**config.mk**
```make
export PLATFORM = sky130hd
export DESIGN_NAME = l1l2_msg_queues
export DESIGN_NICKNAME = d
export VERILOG_FILES = /design/src/rtl/msg_pkg.sv /design/src/rtl/msg_fifo.sv /design/src/rtl/l1l2_uplink.sv /design/src/rtl/l1l2_msg_queues.sv
export SDC_FILE = /design/constraint.sdc
export NUM_CORES = 1
export LEC_CHECK = 0
export BUFFER_PORTS_ARGS = -buffer_cell sky130_fd_sc_hd__buf_2
export CORE_ASPECT_RATIO = 1.4
export CORE_MARGIN = 2
export CORE_UTILIZATION = 30
export CTS_CLUSTER_DIAMETER = 200
export DETAILED_ROUTE_END_ITERATION = 10
export GPL_TIMING_DRIVEN = 0
export PLACE_DENSITY_LB_ADDON = 0.2
export SYNTH_ARGS = -nofsm -noshare
export SYNTH_HDL_FRONTEND = slang
export SYNTH_HIERARCHICAL = 1
export SYNTH_SLANG_ARGS = --single-unit
```
**constraint.sdc**
```tcl
create_clock -name clk_i -period 3.65 [get_ports clk_i]
set_clock_uncertainty 0.15 [all_clocks]
set_input_delay 0.5475 -clock clk_i [delete_from_list [all_inputs] [get_ports clk_i]]
set_output_delay 0.5475 -clock clk_i [all_outputs]
set_load 0.03 [all_outputs]
```
**src/rtl/msg_pkg.sv**
```systemverilog
package msg_pkg;
  localparam int unsigned CLS_W = 2;

  typedef enum logic [CLS_W-1:0] {
    CLS_PREQ    = 2'd0,
    CLS_SNP_RSP = 2'd1,
    CLS_PRSP    = 2'd2,
    CLS_SNP_REQ = 2'd3
  } msg_cls_e;
endpackage

```
**src/rtl/msg_fifo.sv**
```systemverilog
module msg_fifo #(
  parameter int unsigned W     = 8,
  parameter int unsigned DEPTH = 4,
  localparam int unsigned PTR_W = (DEPTH > 1) ? $clog2(DEPTH) : 1,
  localparam int unsigned CNT_W = $clog2(DEPTH + 1)
) (
  input  logic         clk_i,
  input  logic         rst_ni,
  input  logic         push_i,
  input  logic [W-1:0] data_i,
  input  logic         pop_i,
  output logic [W-1:0] data_o,
  output logic         full_o,
  output logic         empty_o
);
  logic [W-1:0]     mem [DEPTH];
  logic [PTR_W-1:0] wr_ptr, rd_ptr;
  logic [CNT_W-1:0] cnt;
  logic             do_push, do_pop;

  function automatic logic [PTR_W-1:0] ptr_inc(input logic [PTR_W-1:0] p);
    return (p == PTR_W'(DEPTH - 1)) ? '0 : p + 1'b1;
  endfunction

  assign full_o  = (cnt == CNT_W'(DEPTH));
  assign empty_o = (cnt == '0);
  assign do_push = push_i && !full_o;
  assign do_pop  = pop_i && !empty_o;
  assign data_o  = mem[rd_ptr];

  always_ff @(posedge clk_i or negedge rst_ni) begin
    if (!rst_ni) begin
      wr_ptr <= '0;
      rd_ptr <= '0;
      cnt    <= '0;
    end else begin
      if (do_push) wr_ptr <= ptr_inc(wr_ptr);
      if (do_pop)  rd_ptr <= ptr_inc(rd_ptr);
      cnt <= cnt + CNT_W'(do_push) - CNT_W'(do_pop);
    end
  end

  always_ff @(posedge clk_i) begin
    if (do_push) mem[wr_ptr] <= data_i;
  end
endmodule

```
**src/rtl/l1l2_uplink.sv**
```systemverilog
// Storage for L1-to-L2 traffic: two class queues, or one shared queue routed by head class.
module l1l2_uplink #(
  parameter int unsigned W      = 8,
  parameter int unsigned DEPTH  = 4,
  parameter bit          SHARED = 1'b0
) (
  input  logic         clk_i,
  input  logic         rst_ni,
  input  logic         preq_push_i,
  input  logic [W-1:0] preq_data_i,
  output logic         preq_full_o,
  input  logic         rsp_push_i,
  input  logic [W-1:0] rsp_data_i,
  output logic         rsp_full_o,
  output logic         preq_avail_o,
  output logic [W-1:0] preq_head_o,
  input  logic         preq_pop_i,
  output logic         rsp_avail_o,
  output logic [W-1:0] rsp_head_o,
  input  logic         rsp_pop_i
);
  import msg_pkg::*;

  if (SHARED) begin : g_shared
    logic         full, empty, head_is_preq;
    logic [W-1:0] head, wdata;

    // snoop response wins the single write port
    assign wdata = rsp_push_i ? rsp_data_i : preq_data_i;

    msg_fifo #(.W(W), .DEPTH(DEPTH)) u_q (
      .clk_i, .rst_ni,
      .push_i (preq_push_i || rsp_push_i),
      .data_i (wdata),
      .pop_i  (preq_pop_i || rsp_pop_i),
      .data_o (head),
      .full_o (full),
      .empty_o(empty)
    );

    assign head_is_preq = (head[W-1 -: CLS_W] == CLS_PREQ);
    assign preq_full_o  = full;
    assign rsp_full_o   = full;
    assign preq_avail_o = !empty && head_is_preq;
    assign rsp_avail_o  = !empty && !head_is_preq;
    assign preq_head_o  = head;
    assign rsp_head_o   = head;
  end else begin : g_split
    logic preq_empty, rsp_empty;

    msg_fifo #(.W(W), .DEPTH(DEPTH)) u_preq_q (
      .clk_i, .rst_ni,
      .push_i (preq_push_i),
      .data_i (preq_data_i),
      .pop_i  (preq_pop_i),
      .data_o (preq_head_o),
      .full_o (preq_full_o),
      .empty_o(preq_empty)
    );

    msg_fifo #(.W(W), .DEPTH(DEPTH)) u_rsp_q (
      .clk_i, .rst_ni,
      .push_i (rsp_push_i),
      .data_i (rsp_data_i),
      .pop_i  (rsp_pop_i),
      .data_o (rsp_head_o),
      .full_o (rsp_full_o),
      .empty_o(rsp_empty)
    );

    assign preq_avail_o = !preq_empty;
    assign rsp_avail_o  = !rsp_empty;
  end
endmodule

```
**src/rtl/l1l2_msg_queues.sv**
```systemverilog
module l1l2_msg_queues #(
  parameter int unsigned ADDR_W        = 32,
  parameter int unsigned ID_W          = 4,
  parameter int unsigned DEPTH         = 4,
  parameter bit          SHARED_UPLINK = 1'b0,
  localparam int unsigned PL_W  = ADDR_W + ID_W,
  localparam int unsigned MSG_W = PL_W + msg_pkg::CLS_W
) (
  input  logic             clk_i,
  input  logic             rst_ni,
  input  logic             l1_preq_valid_i,
  output logic             l1_preq_ready_o,
  input  logic [PL_W-1:0]  l1_preq_msg_i,
  output logic             l2_preq_valid_o,
  input  logic             l2_preq_ready_i,
  output logic [MSG_W-1:0] l2_preq_msg_o,
  input  logic [PL_W-1:0]  l2_prsp_msg_i,
  output logic             l1_prsp_valid_o,
  input  logic             l1_prsp_ready_i,
  output logic [MSG_W-1:0] l1_prsp_msg_o,
  input  logic             l2_snp_valid_i,
  output logic             l2_snp_ready_o,
  input  logic [PL_W-1:0]  l2_snp_msg_i,
  output logic             l1_snp_valid_o,
  input  logic             l1_snp_ready_i,
  output logic [MSG_W-1:0] l1_snp_msg_o,
  input  logic [PL_W-1:0]  l1_snp_rsp_msg_i,
  input  logic             bus_grant_i,
  output logic             bus_rsp_valid_o,
  output logic [MSG_W-1:0] bus_rsp_msg_o
);
  import msg_pkg::*;

  logic preq_full, rsp_full, preq_avail, rsp_avail;
  logic prsp_full, prsp_empty, snp_full, snp_empty;
  logic preq_push, l2_fire, snp_fire, bus_pop, prsp_pop, snp_push;

  // L1 side: a snoop is handed over only if its response has a slot
  assign l1_snp_valid_o  = !snp_empty && !rsp_full;
  assign snp_fire        = l1_snp_valid_o && l1_snp_ready_i;
  assign l1_preq_ready_o = !preq_full && !(SHARED_UPLINK && snp_fire);
  assign preq_push       = l1_preq_valid_i && l1_preq_ready_o;

  // L2 side: a request is handed over only if its reply has a slot
  assign l2_preq_valid_o = preq_avail && !prsp_full;
  assign l2_fire         = l2_preq_valid_o && l2_preq_ready_i;

  assign bus_rsp_valid_o = rsp_avail;
  assign bus_pop         = rsp_avail && bus_grant_i;

  assign l1_prsp_valid_o = !prsp_empty;
  assign prsp_pop        = l1_prsp_valid_o && l1_prsp_ready_i;

  assign l2_snp_ready_o  = !snp_full;
  assign snp_push        = l2_snp_valid_i && !snp_full;

  l1l2_uplink #(.W(MSG_W), .DEPTH(DEPTH), .SHARED(SHARED_UPLINK)) u_uplink (
    .clk_i, .rst_ni,
    .preq_push_i (preq_push),
    .preq_data_i ({CLS_PREQ, l1_preq_msg_i}),
    .preq_full_o (preq_full),
    .rsp_push_i  (snp_fire),
    .rsp_data_i  ({CLS_SNP_RSP, l1_snp_rsp_msg_i}),
    .rsp_full_o  (rsp_full),
    .preq_avail_o(preq_avail),
    .preq_head_o (l2_preq_msg_o),
    .preq_pop_i  (l2_fire),
    .rsp_avail_o (rsp_avail),
    .rsp_head_o  (bus_rsp_msg_o),
    .rsp_pop_i   (bus_pop)
  );

  msg_fifo #(.W(MSG_W), .DEPTH(DEPTH)) u_prsp_q (
    .clk_i, .rst_ni,
    .push_i (l2_fire),
    .data_i ({CLS_PRSP, l2_prsp_msg_i}),
    .pop_i  (prsp_pop),
    .data_o (l1_prsp_msg_o),
    .full_o (prsp_full),
    .empty_o(prsp_empty)
  );

  msg_fifo #(.W(MSG_W), .DEPTH(DEPTH)) u_snp_q (
    .clk_i, .rst_ni,
    .push_i (snp_push),
    .data_i ({CLS_SNP_REQ, l2_snp_msg_i}),
    .pop_i  (snp_fire),
    .data_o (l1_snp_msg_o),
    .full_o (snp_full),
    .empty_o(snp_empty)
  );
endmodule

```
==> results by group <==
Logic synthesis
  • Number of distinct library cells after synthesis: 29
  • Number of standard cells after synthesis: 967
  • Ys Warns: 6
  • Post-synth EDFFs: 608
  • #FFs+latches synth: 636
  • Area of the mapped netlist: 0.02401 mm2
  • Share of synthesized area occupied by flip-flops and latches: 78.97%
  • Mean Syn Cell Area: 24.83 um2
  • Ys flop type: sky130_fd_sc_hd__edfxtp_1
  • Post-synthesis async set-or-reset flop share: 4.403%

Timing
  • Final number of hold-violating endpoints: 0
  • Setup TNS: 0 ps
  • Number of max-slew violations in the final report: 0
  • Min Tclk post-route: 2866 ps
  • Setup repair after global routing missed its margin: false
  • Worst slew slack as a fraction of its limit: 42.15%
  • Worst-margin pin slew: 867.7 ps
  • Setup-failing EPs final: 0
  • FMAX: 349.0 MHz
  • Worst Setup Slack, final: 784.3 ps
  • Tcrit/Tclk final: 78.51%

Routing
  • Post-Route M1 WL: 20520 um
  • Antenna Nets Post-Route: 0
  • Number of remaining DRC errors: 0
  • Via density: 4.344
  • Number of iterations in the first detailed-routing pass: 4
  • Top Layer Used: met5
  • Wire length per cell after detailed routing: 19.55 um
  • Number of DRC markers after the initial detailed-route iteration: 488
  • WL met2: 26580 um
  • Number of vias after detailed routing: 11460
  • Total length of routed met3 wires: 3201 um
  • Total detailed-routing wirelength: 51570 um

GRT
  • Initial antenna violation count: 4
  • First-pass GRT wire length: 78000 um
  • Congestion Overflow GR: 0
  • Overall track demand over capacity in global routing: 12.63%
  • Maximum number of pins on one net before global-route repair: 31
  • Number of global-route vias before repair: 12710

Clock network
  • Clock tree from TritonCTS: done
  • CTS hold repair buffers: 145
  • Total CTS buffers: 66
  • Count of cells resized by post-cts repair: 0
  • Clock Sinks: 636
  • Post-CTS repair timing setup buffer count: 0
  • Clock latency of the later-clocked register in the worst-skew pair: 590 ps
  • Clock transition at the registers of the reported paths: 60 ps
  • Root buffer cell: sky130_fd_sc_hd__clkbuf_16
  • Worst-case clock buffer depth: 3
  • Max H-tree Level: 3

Pwr
  • Fraction of power consumed by combinational cells: 37.0%
  • Clock network fraction of total power: 24.8%
  • Switching part of the total power: 34.52%
  • Switching power total: 9.123 mW
  • Power, Total: 26.43 mW
  • Part of the total power dissipated in sequential elements: 38.1%
  • Cell leakage power: 10.78 nW
  • Pwr Density: 856.4 mW/mm2
  • IR drop worst, VDD: 446.1 uV
  • Internal Power: 17.30 mW

Hold path
  • Worst Min Path Start: l1_preq_valid_i
  • Type of the most critical hold path: input port to flip-flop

Setup path
  • Crit path DAT: 3220 ps
  • WP data required: 4000 ps
  • Setup CP Type: flip-flop to flip-flop
  • Origin of the critical flop-to-flop path: u_uplink/g_split.u_rsp_q/cnt[2]
  • Crit path max fanout: 7
  • Setup slack of the most critical reg-to-reg path: 780 ps
  • Worst setup path start: u_uplink/g_split.u_rsp_q/cnt[2]
  • Category of the worst setup path launch point: flip-flop
  • Kind of end point of the critical path: flip-flop

Floorplan
  • Number of top-level pins: 310
  • Die footprint: 0.08233 mm2
  • Die Wd: 243.1 um
  • Core region area: 0.07922 mm2
  • Floorplan die height: 338.7 um
  • Initial core utilization: 30.30%
  • Number of placement rows: 122

Cells and area
  • Area grow syn2layout: 28.53%
  • Filler Cell Count: 7162
  • Number of nets in the final layout: 1719
  • Post-route cell area: 0.03086 mm2
  • Diode count: 0
  • Final core area utilization: 38.95%
  • Share of post-route cells with drive strength above 1: 40.59%

Place
  • Global placement routability congestion: 0.6797
  • Post-Place Setup Slack: 707.2 ps
  • Number of port buffers: 309
  • Instance area after placement: 0.02733 mm2
  • HPWL Detailed: 33380 um

Run status
  • Outcome: finished clean

Run
  • Max_cap viols: 0
==> metrics by stage <==
step | hold WS (ps) | cells
finish | 197.1 | 2638
global route | 163.3 | 2638
CTS | 130.5 | 2638
floorplan | 101.9 | 997
detailed placement | 441.1 | 2376
global placement | 419.7 | 2360
==> flip-flops by register name, indices dropped and copies added (netlist names), 3 cells and up <==
| name | count |
|---|---|
| u_prsp_q/cnt | 3 |
| u_prsp_q/mem | 152 |
| u_snp_q/cnt | 3 |
| u_snp_q/mem | 152 |
| u_uplink/g_split.u_preq_q/cnt | 3 |
| u_uplink/g_split.u_preq_q/mem | 152 |
| u_uplink/g_split.u_rsp_q/cnt | 3 |
| u_uplink/g_split.u_rsp_q/mem | 152 |
==> power by group through the flow <==
stage          Combinational (mW)  Clock, mW  Sequential [mW]
4_1_cts                      10.1       6.85             10.1
6_report                     9.78       6.57             10.1
3_3_place_gp                 9.65          0             10.3
5_1_grt                      10.5       7.09             10.2
2_1_floorplan                6.92          0             10.2
3_5_place_dp                 9.95          0             10.3
==> logic make-up (layout without fill, tap and decap cells) <==
kind of cell,Yosys count,after routing,share of synthesized area [%]
adders and majority gates,32,32,1.793
buffers and inverters,69,656,2.413
AOI/OAI and AO/OA,4,4,0.1042
xor gates and xnor gates,8,8,0.2919
and+or+nand+nor,52,52,1.558
DFF,636,636,78.97
muxes,164,164,14.84
other,2,32,0.03128
==> cell type report <==
| type | instances | area, um2 | share of cell area (%) |
|---|---|---|---|
| Clock inverter | 35 | 337.8 | 1.095 |
| Clock buffer | 82 | 1743 | 5.648 |
| Tap cell | 1054 | 1319 | 4.274 |
| Timing Repair Buffer | 470 | 3318 | 10.75 |
| Multi-Input combinational cell | 292 | 4602 | 14.91 |
| Sequential cell | 636 | 18960 | 61.44 |
| Inverter | 33 | 123.9 | 0.4014 |
| Buffer | 36 | 455.4 | 1.476 |
==> cell usage in the layout (no fill, tap or decap), types with 3 or more instances in the layout <==
cell type,n
sky130_fd_sc_hd__edfxtp_1,608
sky130_fd_sc_hd__buf_2,321
sky130_fd_sc_hd__mux4_2,152
sky130_fd_sc_hd__dlygate4sd3_1,145
sky130_fd_sc_hd__clkbuf_16,67
sky130_fd_sc_hd__inv_1,33
sky130_fd_sc_hd__buf_12,32
sky130_fd_sc_hd__conb_1,32
sky130_fd_sc_hd__ha_1,28
sky130_fd_sc_hd__dfrtp_1,28
sky130_fd_sc_hd__and2_2,16
sky130_fd_sc_hd__clkbuf_1,14
sky130_fd_sc_hd__clkinv_1,12
sky130_fd_sc_hd__mux2_2,11
sky130_fd_sc_hd__clkinv_2,10
sky130_fd_sc_hd__nor2_1,9
sky130_fd_sc_hd__xnor2_1,7
sky130_fd_sc_hd__bufinv_16,6
sky130_fd_sc_hd__nor2b_1,4
sky130_fd_sc_hd__inv_6,4
sky130_fd_sc_hd__buf_6,4
sky130_fd_sc_hd__buf_4,4
sky130_fd_sc_hd__nor3b_4,4
sky130_fd_sc_hd__nand2_1,4
sky130_fd_sc_hd__o22ai_1,4
sky130_fd_sc_hd__fa_1,4
sky130_fd_sc_hd__nor3_1,3
sky130_fd_sc_hd__nand2b_1,3
sky130_fd_sc_hd__nor2b_2,3
==> cell usage after synthesis (2+ instances only) <==
cell                         n  area, um2
sky130_fd_sc_hd__o22ai_1     4      25.02
sky130_fd_sc_hd__buf_12     16      320.3
sky130_fd_sc_hd__xnor2_1     7      61.31
sky130_fd_sc_hd__mux2_2     11      123.9
sky130_fd_sc_hd__edfxtp_1  608      18260
sky130_fd_sc_hd__dfrtp_1    28      700.7
sky130_fd_sc_hd__and2_1     17      106.4
sky130_fd_sc_hd__buf_6       4      45.04
sky130_fd_sc_hd__nor2_1      9      33.78
sky130_fd_sc_hd__nand2_1     4      15.01
sky130_fd_sc_hd__nor3_1      3      15.01
sky130_fd_sc_hd__nor3b_4     4      75.07
sky130_fd_sc_hd__inv_1      33      123.9
sky130_fd_sc_hd__nor2b_2     3      26.28
sky130_fd_sc_hd__buf_2      12      60.06
sky130_fd_sc_hd__conb_1      2      7.510
sky130_fd_sc_hd__ha_1       28      350.3
sky130_fd_sc_hd__nor2b_1     4      25.02
sky130_fd_sc_hd__buf_4       4      30.03
sky130_fd_sc_hd__nand2b_1    3      18.77
sky130_fd_sc_hd__fa_1        4      80.08
sky130_fd_sc_hd__mux4_2    152       3423
==> critical path, stage by stage (launching register included) <==
cell and delay [ps]:
sky130_fd_sc_hd__dfrtp_1 400, sky130_fd_sc_hd__nor3b_4 180, sky130_fd_sc_hd__nor3b_2 410, sky130_fd_sc_hd__nor2b_2 340
sky130_fd_sc_hd__inv_1 80, sky130_fd_sc_hd__ha_1 270, sky130_fd_sc_hd__inv_1 40, sky130_fd_sc_hd__ha_1 180
sky130_fd_sc_hd__fa_1 400, sky130_fd_sc_hd__xnor2_1 180, sky130_fd_sc_hd__xnor2_1 150
==> path summary, 6_finish.rpt <==
kind,end,cells after the start
max,u_uplink/g_split.u_rsp_q/cnt[2],10
min,u_uplink/g_split.u_preq_q/wr_ptr[1],4
max reg2reg,u_uplink/g_split.u_rsp_q/cnt[2],10
min reg2reg,u_prsp_q/cnt[0],1
max in group asynchronous,u_prsp_q/wr_ptr[0],2
min in group asynchronous,u_uplink/g_split.u_rsp_q/rd_ptr[0],2
==> routing by layer <==
layer / up-vias / track usage [%]
li1: 5125 / -
met1: 5952 / 14.80
met2: 298 / 22.00
met3: 80 / 3.729
met4: 4 / 4.410
met5: - / 0
(Power assumes the default switching activity.)
